--- src/rtl/dissem_pkg.sv ---
package dissem_pkg;

  // Agent that writes the flag owned by dst in round rnd.
  function automatic int source_of(input int dst, input int rnd, input int n);
    return (dst + n - ((1 << rnd) % n)) % n;
  endfunction

  // Round counter width for a given round count.
  function automatic int cnt_width(input int rounds);
    return (rounds > 1) ? $clog2(rounds) : 1;
  endfunction

endpackage

--- src/rtl/dissem_flag_store.sv ---
module dissem_flag_store #(
  parameter int ROUNDS = 3
) (
  input  logic                     clk,
  input  logic                     rst,
  input  logic [ROUNDS-1:0]        wr_en,
  input  logic [ROUNDS-1:0]        wr_bank,
  input  logic [ROUNDS-1:0]        wr_val,
  output logic [1:0][ROUNDS-1:0]   flags_o
);

  logic [1:0][ROUNDS-1:0] flags_q;

  always_ff @(posedge clk) begin
    if (rst) begin
      flags_q <= '0;
    end else begin
      for (int r = 0; r < ROUNDS; r++) begin
        for (int b = 0; b < 2; b++) begin
          if (wr_en[r] && (wr_bank[r] == b[0])) begin
            flags_q[b][r] <= wr_val[r];
          end
        end
      end
    end
  end

  assign flags_o = flags_q;

endmodule

--- src/rtl/dissem_agent.sv ---
module dissem_agent #(
  parameter int ROUNDS = 3,
  parameter int RCW    = 2
) (
  input  logic           clk,
  input  logic           rst,
  input  logic           arrive,
  input  logic           own_flag,
  output logic           busy_o,
  output logic [RCW-1:0] round_o,
  output logic           parity_o,
  output logic           sense_o,
  output logic           send_o,
  output logic           rel_o
);

  localparam logic [RCW-1:0] LAST = RCW'(ROUNDS - 1);

  logic           busy_q;
  logic           sent_q;
  logic [RCW-1:0] round_q;
  logic           parity_q;
  logic           sense_q;
  logic           rel_q;

  always_ff @(posedge clk) begin
    if (rst) begin
      busy_q   <= 1'b0;
      sent_q   <= 1'b0;
      round_q  <= '0;
      parity_q <= 1'b0;
      sense_q  <= 1'b0;
      rel_q    <= 1'b0;
    end else begin
      rel_q <= 1'b0;
      if (!busy_q) begin
        if (arrive) begin
          busy_q  <= 1'b1;
          round_q <= '0;
          sent_q  <= 1'b0;
        end
      end else if (!sent_q) begin
        sent_q <= 1'b1;
      end else if (own_flag != sense_q) begin
        if (round_q == LAST) begin
          busy_q   <= 1'b0;
          rel_q    <= 1'b1;
          parity_q <= ~parity_q;
          if (parity_q) begin
            sense_q <= ~sense_q;
          end
        end else begin
          round_q <= round_q + 1'b1;
          sent_q  <= 1'b0;
        end
      end
    end
  end

  assign busy_o   = busy_q;
  assign round_o  = round_q;
  assign parity_o = parity_q;
  assign sense_o  = sense_q;
  assign send_o   = busy_q && !sent_q;
  assign rel_o    = rel_q;

endmodule

--- src/rtl/dissem_barrier.sv ---
module dissem_barrier #(
  parameter int NUM_AGENTS = 6
) (
  input  logic                  clk,
  input  logic                  rst,
  input  logic [NUM_AGENTS-1:0] arrive_i,
  output logic [NUM_AGENTS-1:0] release_o
);

  localparam int ROUNDS = $clog2(NUM_AGENTS);
  localparam int RCW    = dissem_pkg::cnt_width(ROUNDS);

  logic [NUM_AGENTS-1:0]                   agent_busy;
  logic [NUM_AGENTS-1:0][RCW-1:0]          agent_round;
  logic [NUM_AGENTS-1:0]                   agent_parity;
  logic [NUM_AGENTS-1:0]                   agent_sense;
  logic [NUM_AGENTS-1:0]                   agent_send;
  logic [NUM_AGENTS-1:0]                   agent_own_flag;
  logic [NUM_AGENTS-1:0][ROUNDS-1:0]       wr_en;
  logic [NUM_AGENTS-1:0][ROUNDS-1:0]       wr_bank;
  logic [NUM_AGENTS-1:0][ROUNDS-1:0]       wr_val;
  logic [NUM_AGENTS-1:0][1:0][ROUNDS-1:0]  flag_bits;

  for (genvar i = 0; i < NUM_AGENTS; i++) begin : g_agent
    dissem_agent #(
      .ROUNDS (ROUNDS),
      .RCW    (RCW)
    ) u_agent (
      .clk      (clk),
      .rst      (rst),
      .arrive   (arrive_i[i]),
      .own_flag (agent_own_flag[i]),
      .busy_o   (agent_busy[i]),
      .round_o  (agent_round[i]),
      .parity_o (agent_parity[i]),
      .sense_o  (agent_sense[i]),
      .send_o   (agent_send[i]),
      .rel_o    (release_o[i])
    );

    assign agent_own_flag[i] = flag_bits[i][agent_parity[i]][agent_round[i]];

    for (genvar r = 0; r < ROUNDS; r++) begin : g_round
      localparam int SRC = dissem_pkg::source_of(i, r, NUM_AGENTS);
      assign wr_en[i][r]   = agent_send[SRC] && (agent_round[SRC] == RCW'(r));
      assign wr_bank[i][r] = agent_parity[SRC];
      assign wr_val[i][r]  = ~agent_sense[SRC];
    end

    dissem_flag_store #(
      .ROUNDS (ROUNDS)
    ) u_flags (
      .clk     (clk),
      .rst     (rst),
      .wr_en   (wr_en[i]),
      .wr_bank (wr_bank[i]),
      .wr_val  (wr_val[i]),
      .flags_o (flag_bits[i])
    );
  end

endmodule

--- config.mk ---
export PLATFORM = sky130hd
export DESIGN_NAME = dissem_barrier
export DESIGN_NICKNAME = d
export VERILOG_FILES = /design/src/rtl/dissem_pkg.sv /design/src/rtl/dissem_flag_store.sv /design/src/rtl/dissem_agent.sv /design/src/rtl/dissem_barrier.sv
export SDC_FILE = /design/constraint.sdc
export NUM_CORES = 1
export LEC_CHECK = 0
export BUFFER_PORTS_ARGS = -buffer_cell sky130_fd_sc_hd__buf_2
export CORE_UTILIZATION = 55
export DETAILED_ROUTE_END_ITERATION = 8
export PLACE_DENSITY_LB_ADDON = 0.08
export SYNTH_ARGS = -nofsm -noshare
export SYNTH_HDL_FRONTEND = slang
export SYNTH_SLANG_ARGS = --single-unit
--- constraint.sdc ---
create_clock -name clk -period 3.45 [get_ports clk]
set_clock_uncertainty 0.1 [all_clocks]
set_input_delay 0.69 -clock clk [delete_from_list [all_inputs] [get_ports clk]]
set_output_delay 0.69 -clock clk [all_outputs]
set_load 0.05 [all_outputs]
==> results of run 1 <==
[power by group]
group | internal [uW] | switching, uW
Sequential | 918 | 21.6
Combinational | 49.9 | 74.3
Clock | 374 | 324
[flip-flops by register name, indices dropped and copies added, names as in the netlist]
name                      count
g_agent.u_agent.busy_o        6
g_agent.u_agent.parity_o      6
g_agent.u_agent.rel_o         6
g_agent.u_agent.round_o      12
g_agent.u_agent.sense_o       6
g_agent.u_agent.sent_q        6
g_agent.u_flags.flags_o      36
[metal layers]
| metal | GRT usage, % | vias to the layer above |
|---|---|---|
| met1 | 34.16 | 1582 |
| met2 | 36.57 | 48 |
| met3 | 5.910 | 8 |
| li1 | - | 1768 |
| met5 | 0 | - |
| met4 | 5.916 | 0 |
[area by class of cell]
type	instances	area share (%)
multi-input combinational	365	54.12
sequential	78	35.21
clock buffer	13	3.584
tap	99	2.793
inverter	20	1.693
timing repair buffer	14	1.637
clock inverter	3	0.9594
[cell families (layout without fill, tap and decap cells)]
logic type | count (synthesis) | count (layout) | synth area share, %
buffers and inverters | 47 | 50 | 4.782
AND/OR/NAND/NOR | 185 | 185 | 21.95
XOR/XNOR | 13 | 13 | 2.737
adder cells (fa/ha/maj) | 18 | 18 | 5.414
multiplexers | 24 | 24 | 6.346
flip-flops | 78 | 78 | 37.53
AO/OA/AOI/OAI | 125 | 125 | 21.23
[worst min-delay path by stage]
stage | to | slack [ns] | cells after the start
floorplan | g_agent[1].u_flags.flags_o[2] | 0.35 | 2
global placement | g_agent[1].u_flags.flags_o[2] | 0.37 | 2
detailed placement | g_agent[1].u_flags.flags_o[2] | 0.37 | 2
CTS | g_agent[1].u_flags.flags_o[2] | 0.39 | 2
global route | g_agent[5].u_flags.flags_o[1] | 0.43 | 2
finish | g_agent[1].u_flags.flags_o[2] | 0.38 | 2
[stage by stage]
step           setup slack [ns]  hold WS [ns]  cell area, um2  util [%]
2_1_floorplan             1.391        0.3472            4160         -
3_3_place_gp              1.298        0.3703            4233     58.05
3_5_place_dp              1.204        0.3721            4233     58.05
4_1_cts                   1.181        0.3914            4434     60.81
5_1_grt                   1.016        0.4283            4434     60.81
6_report                  1.172        0.3830            4434     60.81
[layout by cell type, fill, tap and decap left out, types with 2 or more instances in the layout]
master,n
dfxtp_1,78
nor2_1,56
a21oi_1,53
nand2_1,45
inv_1,20
a311oi_1,20
ha_1,18
nor2b_1,15
buf_2,13
nand3_1,12
xnor2_1,11
clkbuf_8,11
nor3_1,9
mux2_1,8
o21ai_0,8
mux2i_1,8
mux2_2,7
nand2b_1,7
and3b_1,7
a41o_1,6
nor3b_1,6
and3_1,6
nand3b_1,6
a222oi_1,5
and2_1,5
nand4_1,4
a31oi_1,3
or2_2,3
or3_1,3
a21bo_1,3
a221oi_1,3
a211oi_1,3
xor2_1,2
o311a_1,2
a22o_1,2
clkbuf_1,2
[critical path, stage by stage (launching register included)]
cell      delay [ns]
dfxtp_1         0.46
mux2_1          0.37
a222oi_1        0.55
xnor2_1         0.21
or3_1           0.39
a21oi_1         0.14
==> reports/metrics.csv, run 1 <==
stage,metric,value,unit
outcome,status,completed,
logic_synthesis,synthTopCellsByCount,"dfxtp_1 (78), nor2_1 (56), a21oi_1 (53)",
layout,drive_gt1_share,9.128,%
die,io_pins,14,
critical_path,critPathCapture,g_agent[1].u_agent.parity_o,
placement,place_congestion,0.8281,
timing,rsz0062_at_grt,false,
cts,cts_resized,0,
power,power,1760,uW
die,fp.dieH,88.97,um
cts,cts_tree,yes,
timing,final_hold_viol_count,0,
logic_synthesis,yosysUniqueCellTypes,55,
critical_path,cp-end-kind,flip-flop,
layout,final_cells,592,
grt,grt.overflow.total,0,
detailed_routing,met2_wirelength,3763,um
timing,setup_viol,0,
cts,htreeDepth,3,
critical_path,setup.worst_path.start_class,flip-flop,
logic_synthesis,synth_seq_area_share,37.53,%
layout,antenna_cells,0,
logic_synthesis,syn_nets,516,
cts,postCtsHoldBufs,0,
min_path,hp-start,g_agent[1].u_flags.flags_o[2],
logic_synthesis,syn-mean-instance-area,8.490,um2
grt,grt_max_degree,63,
layout,ff_latch_area,1562,um2
detailed_routing,wl_met3,292,um
critical_path,arrival,2.46,ns
detailed_routing,met1Wirelength,4457,um
logic_synthesis,synth_seq_cells,78,
critical_path,crit_start,g_agent[1].u_agent.round_o[0],
power,p_per_area,397.0,nW/um2
logic_synthesis,synth_area,4160,um2
die,dieWidth,88.97,um
timing,fin_crit_sh,66.03,%
detailed_routing,vias_per_cell,5.753,
die,initial_core_util,57.05,%
critical_path,ff2ff_setup_slack,1.17,ns
layout,fin_nets,514,
power,p_leak,0.001744,uW
logic_synthesis,async_flop_share,0,%
cts,clockBufferDepth,2,
layout,syn2layout_area_growth,6.586,%
placement,portBuffers,13,
logic_synthesis,synth_warnings,0,
critical_path,crit_required,3.63,ns
timing,setup_tns,0,ns
timing,worstMarginPinSlew,0.8558,ns
cts,clock_latency,0.35,ns
placement,hpwl,5977,um
detailed_routing,top_layer,met4,
power,ir_worst_vdd,0.2985,mV
cts,post_cts_buffers,0,
cts,clkSinkCount,78,
logic_synthesis,syn_inst,490,
logic_synthesis,synth-edff-count,0,
detailed_routing,drt-total-wl,8577,um
detailed_routing,firstDrtPassIters,4,
grt,antenna_found_initial,0,
grt,grt_pass1_wl,14570,um
die,coreArea,7292,um2
detailed_routing,drcViolationCount,0,
logic_synthesis,yosysTopAreaCell,dfxtp_1,
timing,max_slew_margin,42.88,%
cts,root_buffer,clkbuf_8,
grt,grt_usage,23.97,%
layout,multiInputGateArea,2400,um2
logic_synthesis,synthFlopType,dfxtp_1,
detailed_routing,dr.first_iter.drc_count,233,
logic_synthesis,synthTopCellsByArea,"dfxtp_1 (38%), a21oi_1 (6.4%), ha_1 (5.4%)",
critical_path,worstReg2RegEnd,g_agent[1].u_agent.parity_o,
critical_path,crit_fanout,6,
timing,min_period,2.278,ns
cts,numCtsBuffers,9,
timing,clock.fmax,439.0,MHz
critical_path,rr_worst_depth,5,
placement,place_inst,576,
logic_synthesis,yosysMostFrequentCell,dfxtp_1,
timing,maxSlewViolCount,0,
cts,clk_pin_slew,0.09,ns
detailed_routing,drtAntennaViolNets,0,
critical_path,crit_type,flip-flop to flip-flop,
detailed_routing,vias,3406,
min_path,min_path_type,flip-flop to flip-flop,
layout,fillers,664,
logic_synthesis,synth_top_cell_area_share,37.53,%
critical_path,timing.rr.start,g_agent[1].u_agent.round_o[0],
grt,first_global_vias,3062,
die,dieArea,7916,um2
die,num_rows,31,
run,cap_violations,0,
detailed_routing,wire_per_inst,14.49,um
Power figures use the tool's default switching activity.
==> run 2: changes to the inputs <==
==> constraint.sdc (replaced) <==
create_clock -name clk -period 2.1 [get_ports clk]
set_clock_uncertainty 0.1 [all_clocks]
set_input_delay 0.42 -clock clk [delete_from_list [all_inputs] [get_ports clk]]
set_output_delay 0.42 -clock clk [all_outputs]
set_load 0.05 [all_outputs]
==> reports/metrics.csv, run 2 (same netlist as run 1, synthesis figures left out) <==
stage,metric,value,unit,change
cts,clock_latency,0.33,ns,was 0.35 ns
die,initial_core_util,57.05,%,unchanged
critical_path,worst_path_largest_cell_delay,0.38,ns,was 0.55 ns
die,io_pins,14,,unchanged
min_path,min_path_type,input port to flip-flop,,was flip-flop to flip-flop
detailed_routing,vias_per_cell,5.857,,was 5.753
power,p_per_area,597.9,nW/um2,was 397.0 nW/um2
timing,max_slew_margin,57.68,%,was 42.88%
layout,fillers,658,,was 664
layout,drive_gt1_share,13.89,%,was 9.128%
power,comb_power_share,8.9,%,was 7.1%
cts,clk_pin_slew,0.07,ns,was 0.09 ns
grt,antenna_found_initial,0,,unchanged
timing,setup_viol,0,,unchanged
placement,place_inst,594,,was 576
cts,htreeDepth,3,,unchanged
cts,clkSinkCount,78,,unchanged
layout,antenna_cells,0,,unchanged
min_path,holdPathStages,2,,unchanged
detailed_routing,vias,3573,,was 3406
placement,portBuffers,13,,unchanged
grt,grt_usage,23.75,%,was 23.97%
power,p_clk_share,35.0,%,was 39.6%
min_path,hold_end,g_agent[2].u_agent.busy_o,,was g_agent[1].u_flags.flags_o[2]
critical_path,cp-end-kind,flip-flop,,unchanged
power,ir_worst_vdd,0.3365,mV,was 0.2985 mV
critical_path,worstReg2RegEnd,g_agent[5].u_agent.parity_o,,was g_agent[1].u_agent.parity_o
placement,place_congestion,0.8183,,was 0.8281
critical_path,timing.rr.start,g_agent[5].u_agent.round_o[0],,was g_agent[1].u_agent.round_o[0]
layout,final_cells,610,,was 592
power,intPower,2089,uW,was 1341 uW
detailed_routing,drcViolationCount,0,,unchanged
layout,mostFrequentLayoutCells,"dfxtp_1 (75), nor2_1 (55), a21oi_1 (52)",,"was dfxtp_1 (78), nor2_1 (56), a21oi_1 (53)"
timing,min_period,1.981,ns,was 2.278 ns
cts,postCtsHoldBufs,0,,unchanged
cts,cts_tree,yes,,unchanged
critical_path,crit_required,2.28,ns,was 3.63 ns
grt,first_global_vias,3099,,was 3062
power,power,2747,uW,was 1760 uW
run,cap_violations,0,,unchanged
power,p_seq_share,56.2,%,was 53.3%
detailed_routing,drt-total-wl,8870,um,was 8577 um
placement,hpwl,6291,um,was 5977 um
cts,clockBufferDepth,2,,unchanged
die,num_rows,31,,unchanged
detailed_routing,wire_per_inst,14.54,um,was 14.49 um
layout,syn2layout_area_growth,10.44,%,was 6.586%
grt,grt_max_degree,63,,unchanged
timing,fin_crit_sh,94.31,%,was 66.03%
timing,worstMarginPinSlew,0.6334,ns,was 0.8558 ns
power,power.switching,658.5,uW,was 419.4 uW
timing,maxSlewViolCount,0,,unchanged
die,dieWidth,88.97,um,unchanged
cts,numCtsBuffers,9,,unchanged
detailed_routing,drtAntennaViolNets,0,,unchanged
layout,fin_nets,535,,was 514
critical_path,setup.worst_path.start_class,flip-flop,,unchanged
grt,grt.overflow.total,0,,unchanged
min_path,hp-start,arrive_i[2],,was g_agent[1].u_flags.flags_o[2]
detailed_routing,firstDrtPassIters,4,,unchanged
critical_path,crit_fanout,5,,was 6
layout,largest_register_ff_count,36,,unchanged
grt,grt_pass1_wl,14410,um,was 14570 um
die,dieArea,7916,um2,unchanged
timing,clock.fmax,504.9,MHz,was 439.0 MHz
critical_path,arrival,2.16,ns,was 2.46 ns
die,coreArea,7292,um2,unchanged
die,fp.dieH,88.97,um,unchanged
power,p_sw_share,23.97,%,was 23.82%
detailed_routing,dr.first_iter.drc_count,158,,was 233
layout,fin_util,63.01,%,was 60.81%
critical_path,crit_chain,mux2_1 > a222oi_1 > buf_4 > xor2_1 > or3_1 > a21oi_2,,was mux2_1 > a222oi_1 > xnor2_1 > or3_1 > a21oi_1
critical_path,ff2ff_setup_slack,0.12,ns,was 1.17 ns
timing,rsz0062_at_grt,false,,unchanged
cts,root_buffer,clkbuf_8,,unchanged
power,p_leak,0.001855,uW,was 0.001744 uW
outcome,status,completed,,unchanged
critical_path,crit_type,flip-flop to flip-flop,,unchanged
critical_path,rr_worst_depth,6,,was 5
layout,layout_commonest_cell,dfxtp_1,,unchanged
timing,final_hold_viol_count,0,,unchanged
critical_path,worst_path_max_delay_cell,or3_1,,was a222oi_1
==> run 2: cell types whose count changed in the layout (fill, tap and decap cells not counted) <==
cell | previous run | this run
clkbuf_1 | 2 | 0
bufinv_16 | 1 | 0
buf_12 | 0 | 2
a21oi_1 | 53 | 52
a21oi_2 | 0 | 1
clkinv_2 | 1 | 2
nor2_2 | 0 | 1
xnor2_1 | 11 | 10
buf_4 | 1 | 20
dfxtp_1 | 78 | 75
dfxtp_2 | 0 | 3
xnor2_2 | 0 | 1
nor2_1 | 56 | 55
clkinvlp_4 | 1 | 0
==> run 2: power groups by stage <==
stage	sequential [uW]	clock, uW	combinational [uW]
5_1_grt	1550	1050	265
3_5_place_dp	1580	0	232
2_1_floorplan	1560	0	160
4_1_cts	1540	983	238
3_3_place_gp	1570	0	226
6_report	1540	961	244
==> run 2: worst max-delay path by stage <==
| stage | startpoint | endpoint | slack, ns | cells after the start |
|---|---|---|---|---|
| global route | g_agent[3].u_agent.parity_o | g_agent[3].u_agent.parity_o | 0.02 | 6 |
| detailed placement | g_agent[5].u_agent.round_o[0] | g_agent[5].u_agent.parity_o | -0.01 | 5 |
| CTS | g_agent[4].u_agent.parity_o | g_agent[4].u_agent.round_o[0] | 0.001 | 5 |
| floorplan | g_agent[1].u_agent.round_o[0] | g_agent[1].u_agent.parity_o | 0.04 | 5 |
| global placement | g_agent[5].u_agent.round_o[0] | g_agent[5].u_agent.parity_o | 0.08 | 5 |
| finish | g_agent[5].u_agent.round_o[0] | g_agent[5].u_agent.parity_o | 0.12 | 6 |
==> run 2: routing by layer <==
metal | track usage [%] | up-vias | wire length [um]
met3 | 5.725 | 17 | 266
li1 | - | 1801 | -
met4 | 7.359 | 0 | 150
met5 | 0 | - | 0
met1 | 32.36 | 1695 | 4449
met2 | 37.41 | 60 | 4004
==> run 2: final cells by class <==
cell class,count,area [um2],area share (%)
clock buffer,11,151.4,3.295
inverter,20,75.07,1.634
tap,99,123.9,2.696
multi-input combinational,365,2414,52.53
timing repair buffer,35,255.2,5.556
sequential,78,1565,34.07
clock inverter,2,10.01,0.2179
==> run 2: through the flow <==
stage               worst slack (ns)  instance area (um2)  TNS (ns)  hold WS (ns)
floorplan                    0.04114                 4160         0        0.3472
global placement             0.08245                 4393         0        0.3652
detailed placement          -0.01401                 4393  -0.01401        0.3765
CTS                         0.001456                 4569         0        0.2231
global route                 0.01699                 4594         0        0.2335
finish                        0.1194                 4594         0        0.2377
==> run 2: repair_timing <==
action / CTS / global route
endpoints found under the setup margin: 1 / 10
buffers inserted: 2 / 1
cloned: 0 / 0
resized for setup: 0 / 6
pin swaps: 1 / 1
==> run 2: critical path: cells and delay by family, from the launching register on <==
| family | cells | cell delay, ns |
|---|---|---|
| AOI/OAI and AO/OA | 2 | 0.47 |
| and+or+nand+nor | 1 | 0.38 |
| DFF | 1 | 0.37 |
| muxes | 1 | 0.36 |
| buffers and inverters | 1 | 0.18 |
| xor gates and xnor gates | 1 | 0.07 |
